`src/rtl/pt_walker.sv`:
```
module pt_walker #(
  parameter int VA_W      = 32,
  parameter int OFF_W     = 12,
  parameter int IDX_W     = 10,
  parameter int BIT_P     = 0,
  parameter int BIT_W     = 1,
  parameter int BIT_A     = 5,
  parameter int BIT_D     = 6
) (
  input  logic            clk,
  input  logic            rst_n,
  input  logic            req_valid,
  output logic            req_ready,
  input  logic [VA_W-1:0] req_vaddr,
  input  logic            req_write,
  input  logic [VA_W-1:0] dir_base,
  output logic            rsp_valid,
  output logic [VA_W-1:0] rsp_paddr,
  output logic [1:0]      rsp_fault,
  output logic            mem_valid,
  input  logic            mem_ready,
  output logic            mem_we,
  output logic [VA_W-1:0] mem_addr,
  output logic [VA_W-1:0] mem_wdata,
  input  logic            mem_rvalid,
  input  logic [VA_W-1:0] mem_rdata
);
  localparam int FRM_W = VA_W - OFF_W;
  localparam int TI_LO = OFF_W;
  localparam int DI_LO = OFF_W + IDX_W;
  localparam logic [1:0] F_NONE = 2'd0;
  localparam logic [1:0] F_MISS = 2'd1;
  localparam logic [1:0] F_PROT = 2'd2;

  typedef enum logic [2:0] {
    S_IDLE, S_DIR_REQ, S_DIR_WAIT, S_TBL_REQ, S_TBL_WAIT, S_WBACK, S_DONE
  } state_t;

  state_t          state;
  logic [VA_W-1:0] va_q;
  logic            wr_q;
  logic [VA_W-1:0] ent_addr;
  logic [VA_W-1:0] wb_data;
  logic [VA_W-1:0] pte_upd;

  assign pte_upd = mem_rdata | (VA_W'(1) << BIT_A) | (wr_q ? (VA_W'(1) << BIT_D) : '0);

  assign req_ready = (state == S_IDLE);
  assign rsp_valid = (state == S_DONE);
  assign mem_valid = (state == S_DIR_REQ) || (state == S_TBL_REQ) || (state == S_WBACK);
  assign mem_we    = (state == S_WBACK);
  assign mem_addr  = ent_addr;
  assign mem_wdata = wb_data;

  always_ff @(posedge clk) begin
    if (!rst_n) begin
      state     <= S_IDLE;
      va_q      <= '0;
      wr_q      <= 1'b0;
      ent_addr  <= '0;
      wb_data   <= '0;
      rsp_paddr <= '0;
      rsp_fault <= F_NONE;
    end else begin
      case (state)
        S_IDLE: if (req_valid) begin
          va_q     <= req_vaddr;
          wr_q     <= req_write;
          ent_addr <= dir_base + {{(VA_W-IDX_W-2){1'b0}}, req_vaddr[VA_W-1:DI_LO], 2'b00};
          state    <= S_DIR_REQ;
        end
        S_DIR_REQ: if (mem_ready) state <= S_DIR_WAIT;
        S_DIR_WAIT: if (mem_rvalid) begin
          if (!mem_rdata[BIT_P]) begin
            rsp_fault <= F_MISS;
            rsp_paddr <= '0;
            state     <= S_DONE;
          end else begin
            ent_addr <= {mem_rdata[VA_W-1:OFF_W], va_q[DI_LO-1:TI_LO], 2'b00};
            state    <= S_TBL_REQ;
          end
        end
        S_TBL_REQ: if (mem_ready) state <= S_TBL_WAIT;
        S_TBL_WAIT: if (mem_rvalid) begin
          if (!mem_rdata[BIT_P]) begin
            rsp_fault <= F_MISS;
            rsp_paddr <= '0;
            state     <= S_DONE;
          end else if (wr_q && !mem_rdata[BIT_W]) begin
            rsp_fault <= F_PROT;
            rsp_paddr <= '0;
            state     <= S_DONE;
          end else begin
            rsp_fault <= F_NONE;
            rsp_paddr <= {mem_rdata[VA_W-1:OFF_W], va_q[OFF_W-1:0]};
            wb_data   <= pte_upd;
            state     <= (pte_upd != mem_rdata) ? S_WBACK : S_DONE;
          end
        end
        S_WBACK: if (mem_ready) state <= S_DONE;
        S_DONE:  state <= S_IDLE;
        default: state <= S_IDLE;
      endcase
    end
  end

  AST_REQ_HOLD: assert property (@(posedge clk) disable iff (!rst_n)
    (mem_valid && !mem_ready) |=> (mem_valid && $stable(mem_addr) && $stable(mem_we) && $stable(mem_wdata)));
  AST_RSP_PULSE: assert property (@(posedge clk) disable iff (!rst_n)
    rsp_valid |=> !rsp_valid);
  AST_FAULT_CODE: assert property (@(posedge clk) disable iff (!rst_n)
    rsp_valid |-> (rsp_fault != 2'd3));
  AST_FAULT_ZERO: assert property (@(posedge clk) disable iff (!rst_n)
    (rsp_valid && rsp_fault != F_NONE) |-> (rsp_paddr == '0));
  AST_KEEP_OFFSET: assert property (@(posedge clk) disable iff (!rst_n)
    (rsp_valid && rsp_fault == F_NONE) |-> (rsp_paddr[OFF_W-1:0] == va_q[OFF_W-1:0]));
  AST_WB_ACCESSED: assert property (@(posedge clk) disable iff (!rst_n)
    (mem_valid && mem_we) |-> mem_wdata[BIT_A]);
  AST_WB_DIRTY: assert property (@(posedge clk) disable iff (!rst_n)
    (mem_valid && mem_we && wr_q) |-> mem_wdata[BIT_D]);
  AST_IDLE_QUIET: assert property (@(posedge clk) disable iff (!rst_n)
    req_ready |-> !mem_valid);
endmodule

```
`config.mk`:
```
export PLATFORM = sky130hd
export DESIGN_NAME = pt_walker
export DESIGN_NICKNAME = d
export VERILOG_FILES = /design/src/rtl/pt_walker.sv
export SDC_FILE = /design/constraint.sdc
export NUM_CORES = 1
export LEC_CHECK = 0
export BUFFER_PORTS_ARGS = -buffer_cell sky130_fd_sc_hd__buf_4
export CORE_ASPECT_RATIO = 0.9
export CORE_MARGIN = 2
export CORE_UTILIZATION = 50
export DETAILED_ROUTE_END_ITERATION = 12
export PLACE_DENSITY = 0.9
export REMOVE_ABC_BUFFERS = 1
export SLEW_MARGIN = 5
export SYNTH_ARGS = -nofsm -noshare
export SYNTH_HDL_FRONTEND = slang
export SYNTH_SLANG_ARGS = --single-unit
```
`constraint.sdc`:
```
create_clock -name clk -period 2.9 [get_ports clk]
set_input_delay 0.58 -clock clk [delete_from_list [all_inputs] [get_ports clk]]
set_output_delay 0.58 -clock clk [all_outputs]
set_load 0.05 [all_outputs]
```
# ---- Word level (Yosys, flattened, before mapping)
# Cells that the tools add are included.
dict set report word_totals {
  regBits 124
  latch_bits 0
  ramBits 0
  romBits 0
  wordCells 65
  n_memories 0
}
dict set report op_classes {
  addsub 1
  mul 0
  div 0
  magnitude_cmp 0
  n_eq_ne 15
  shift 0
  muxes 28
  n_bitwise 2
  reduce_logical 12
}
# op count
set ops {}
lappend ops {{$mux 32} 8}
lappend ops {{$pmux 32 s2} 2}
lappend ops {{$add 32x12->32} 1}
lappend ops {{$ne 32x32->1} 1}
lappend ops {{$or 32x7->32} 1}
lappend ops {{$mux 3} 7}
lappend ops {{$pmux 3 s6} 1}
lappend ops {{$mux 2} 8}
lappend ops {{$ne 2x2->1 const B} 8}
lappend ops {{$reduce_and 4->1} 3}
lappend ops {{$eq 3x3->1 const B} 3}
lappend ops {{$mux 7} 1}
lappend ops {{$eq 3x2->1 const B} 2}
lappend ops {{$reduce_and 6->1} 1}
lappend ops {{$pmux 2 s2} 1}
lappend ops {{$reduce_bool 2->1} 2}
lappend ops {{$eq 3x1->1 const B} 1}
lappend ops {{$logic_not 3->1} 1}
lappend ops {{$logic_or 1x1->1} 2}
lappend ops {{$reduce_and 2->1} 1}
lappend ops {{$logic_and 1x1->1} 1}
lappend ops {{$logic_not 1->1} 1}
lappend ops {{$not 1->1} 1}

# ---- Longest topological paths before layout
dict set report depth {
  ltp_word 8
  ltp_mapped 9
}

# ---- Worst setup path before layout
# OpenSTA, ideal clock, no wires.
dict set report synth_path {
  path_type {input -> register}
  startpoint {input req_vaddr[22]}
  endpoint {register ent_addr[16], in the netlist mem_addr[16]}
  setup_ns 0.115
  arrival_time_ns 2.284
  required_ns 2.785
  path_slack_ns 0.501
  stages 9
  path_buffers 1
  path_cell_list {ha_1 -> fa_1 -> a211oi_1 -> o211ai_1 -> a21oi_1 -> buf_2 -> or3_1 -> a21oi_1 -> o21a_1}
}
dict set report synth_between {
  elab_chain_len 3
}
# item line_no
set synth_lines {}
lappend synth_lines {{start, declared} 14} ;# input logic [VA_W-1:0] req_vaddr,
lappend synth_lines {{$add 32x12->32} 69} ;# ent_addr <= dir_base + {{(VA_W-IDX_W-2){1'b0}}, req_vaddr[VA_W-1:DI_LO], 2'b00};
lappend synth_lines {{$mux 32} 66} ;# S_IDLE: if (req_valid) begin
lappend synth_lines {{$pmux 32 s2} 65} ;# case (state)
lappend synth_lines {{end signal, assigned} 69}
lappend synth_lines {{end signal, assigned} 79} ;# ent_addr <= {mem_rdata[VA_W-1:OFF_W], va_q[DI_LO-1:TI_LO], 2'b00};
lappend synth_lines {{end, declared} 42} ;# logic [VA_W-1:0] ent_addr;
# Every way passes these cells. The select of a mux whose other input is x is not followed.
# A chain may end at the register's enable or synchronous reset.

# ---- Final worst setup path
dict set report layout_path {
  startpoint {input req_vaddr[22]}
  endpoint {register ent_addr[24], in the netlist mem_addr[24]}
}
# The elaborated chain is that of the path after synthesis.

==> impl_metrics.yaml <==
status:
  status: "finished clean"
placement:
  portBuffers: 203
  gp_congestion: 0.9334
  dp_hpwl_um: 11650
  placed_cell_area_sq_mm: 0.007177
  placed_cells: 1009
sta:
  fmaxAchievable_ghz: 0.4262
  holdWs_ps: 421.3
  worst_pin_slew_ps: 745.2
  timing.slew.headroom: 0.5032
  skew_ps: 10.42
  rsz0062_at_grt: "false"
  period_needed_ps: 2346
  tns_ps: 0
  drv_slew: 0
  hold_violations: 0
  fin_crit_sh: 0.8090
  setup-violations-final: 0
run:
  drv_cap: 0
grt:
  track_usage: 0.2745
  gr-total-overflow: 0
  grt_max_degree: 56
  first_global_vias: 5339
  grt_pass1_wl_um: 26250
  grt_antenna_before_repair: 0
pwr:
  power_frac_seq: 0.311
  ir_worst_vdd_v: 0.0004468
  p_int_mw: 4.178
  cellPowerDensity_mw_per_mm2: 890.6
  p_sw_mw: 2.762
  p_clk_frac: 0.317
  swShare: 0.3980
  comb_power_share: 0.372
  finalPower_mw: 6.940
  p_leak_nw: 3.285
clock_tree:
  clockBufferDepth: 2
  clock-root-buffer: "clkbuf_16"
  clock_latency_ps: 410
  h-tree-depth: 4
  hold_buffers: 0
  clkSlewWorstSetupHoldPaths_ps: 60
  ctsResizeCount: 0
  cts_tree: "yes"
  post-cts-setup-buffer-count: 0
  cts_buffers: 17
  cts_sinks: 124
synth:
  ys_seq_elements: 124
  ys.flop_type: "dfxtp_1"
  yosysSeqAreaShare: 0.4471
  syn_inst: 705
  netlist_area_sq_mm: 0.005552
  yosysTopAreaCell: "dfxtp_1"
  synthDistinctLibCells: 52
  synth-edff-count: 0
  async_flop_share: 0
  ys.warnings.count: 0
  synth_top_area_share: 0.4471
  synth_area_per_cell_sq_um: 7.875
  synth_area_leaders: "dfxtp_1, nand2_1, a21oi_1, xnor2_1, clkbuf_1"
detailed_routing:
  wl_per_cell_um: 15.99
  ant_nets: 0
  totalWireLength_um: 16630
  dr.pass1.iters: 5
  drc: 0
  num_vias: 5820
  viasPerCell: 5.596
  drtIter0Drc: 463
worst_setup_path:
  worstPathArrival_ps: 2650
  crit_fanout: 11
  worstSetupStartpointType: "input pin"
  path_class: "in -> reg"
  endpoint_kind: "flip-flop"
  crit_required_ps: 3210
finish:
  design_area_sq_mm: 0.007792
  fin_nets: 1008
  drive_above_1_share: 0.2933
  n_antenna_cell: 0
  layoutNonFillerInstCount: 1040
  area_delta_synth_final_pct: 40.37
die:
  die_x_um: 115.1
  start_util: 0.5135
  pin_count: 204
  dieArea_sq_mm: 0.01196
  rows: 36
  core_region_area_sq_mm: 0.01081
  die_y_um: 104.0
hold_path:
  worst_hold_path_type: "in -> reg"
## critical path: stages
cell and delay [ps]:
buf_4 110, ha_1 210, fa_1 430, a211oi_1 350, o211ai_1 160, a21oi_1 160
buf_4 210, or3_1 160, a21oi_1 90, o21a_1 200
## flip-flops by register name (all words and copies together) (netlist names)
name       cells
rsp_paddr     32
va_q          22
wr_q           1
state          3
mem_wdata     32
mem_addr      32
rsp_fault      2
## power groups by stage
stage          combinational, mW  clock (mW)  sequential [mW]
2_1_floorplan               1.04           0             2.79
3_3_place_gp                2.53           0             2.18
3_5_place_dp                2.56           0             2.19
4_1_cts                     2.58        2.22             2.15
5_1_grt                     2.77        2.30             2.19
6_report                    2.58        2.20             2.16
## area by class of cell
class                      instances  area, sq um
fill                             882         3018
multi-input combinational        523         2855
sequential                       124         2482
timing repair buffer             216         1622
clock buffer                      19        452.9
tap                              133        166.4
clock inverter                    12        162.7
inverter                          13        51.30
## synth_stat cells, drive strengths merged (4+ instances only)
cell type and instances:
a31oi 6, xnor2 17, o22ai 6, and3 14
nand3 22, ha 10, o21a 4, a211oi 4
a311oi 5, a21o 6, nor2 36, nand2 174
or3 6, nand4 8, inv 13, o21ai 18
buf 8, a22oi 5, a21oi 123, dfxtp 124
nor3 19, o211ai 6, clkbuf 37
## logic make-up (layout without fill, tap and decap cells)
logic type	Yosys count	after routing	synth area share
AOI/OAI and AO/OA	200	200	0.2229
xor gates and xnor gates	20	20	0.03155
adders and majority gates	11	11	0.02614
buffers and inverters	58	260	0.04057
DFF	124	124	0.4471
and+or+nand+nor	292	292	0.2317
## layer usage
metal  GRT usage  wire (um)  vias up
met3     0.06235       1277       29
li1            -          -     2842
met5           0          0        -
met4      0.1110        380        0
met2      0.4483       7942      251
met1      0.3488       7026     2698
## stage by stage
stage               setup slack (ps)  utilization
floorplan                     -230.7            -
CTS                            582.7       0.7208
global placement               266.8       0.6639
global route                   408.1       0.7208
finish                         553.8       0.7208
detailed placement             254.9       0.6639
## final timing paths
check / start / to / slack [ps] / depth (start not counted)
hold / removal: mem_rdata[7] / mem_wdata[7]$_SDFFE_PN0P_ / 420 / 3
setup reg to reg: state[2]$_SDFFE_PN0P_ / mem_addr[5]$_SDFFE_PN0P_ / 740 / 5
hold reg to reg: mem_wdata[19]$_SDFFE_PN0P_ / mem_wdata[19]$_SDFFE_PN0P_ / 450 / 2
setup / recovery: req_vaddr[22] / mem_addr[24]$_SDFFE_PN0P_ / 550 / 10
## cells in the final DEF (no fill, tap or decap), drive strengths merged, types with 4 or more instances in the layout
| cell | synthesis | final |
|---|---|---|
| nor3 | 19 | 19 |
| a21oi | 123 | 123 |
| or3 | 6 | 6 |
| nand2 | 174 | 174 |
| a311oi | 5 | 5 |
| and3 | 14 | 14 |
| a211oi | 4 | 4 |
| o211ai | 6 | 6 |
| a21o | 6 | 6 |
| nor2 | 36 | 36 |
| dfxtp | 124 | 124 |
| a22oi | 5 | 5 |
| nand4 | 8 | 8 |
| xnor2 | 17 | 17 |
| inv | 13 | 16 |
| o22ai | 6 | 6 |
| a31oi | 6 | 6 |
| o21ai | 18 | 18 |
| ha | 10 | 10 |
| clkinv | 0 | 4 |
| nand3 | 22 | 22 |
| o21a | 4 | 4 |
| buf | 8 | 216 |
| clkbuf | 37 | 19 |
Note: power is estimated with default switching activity, not from simulation.
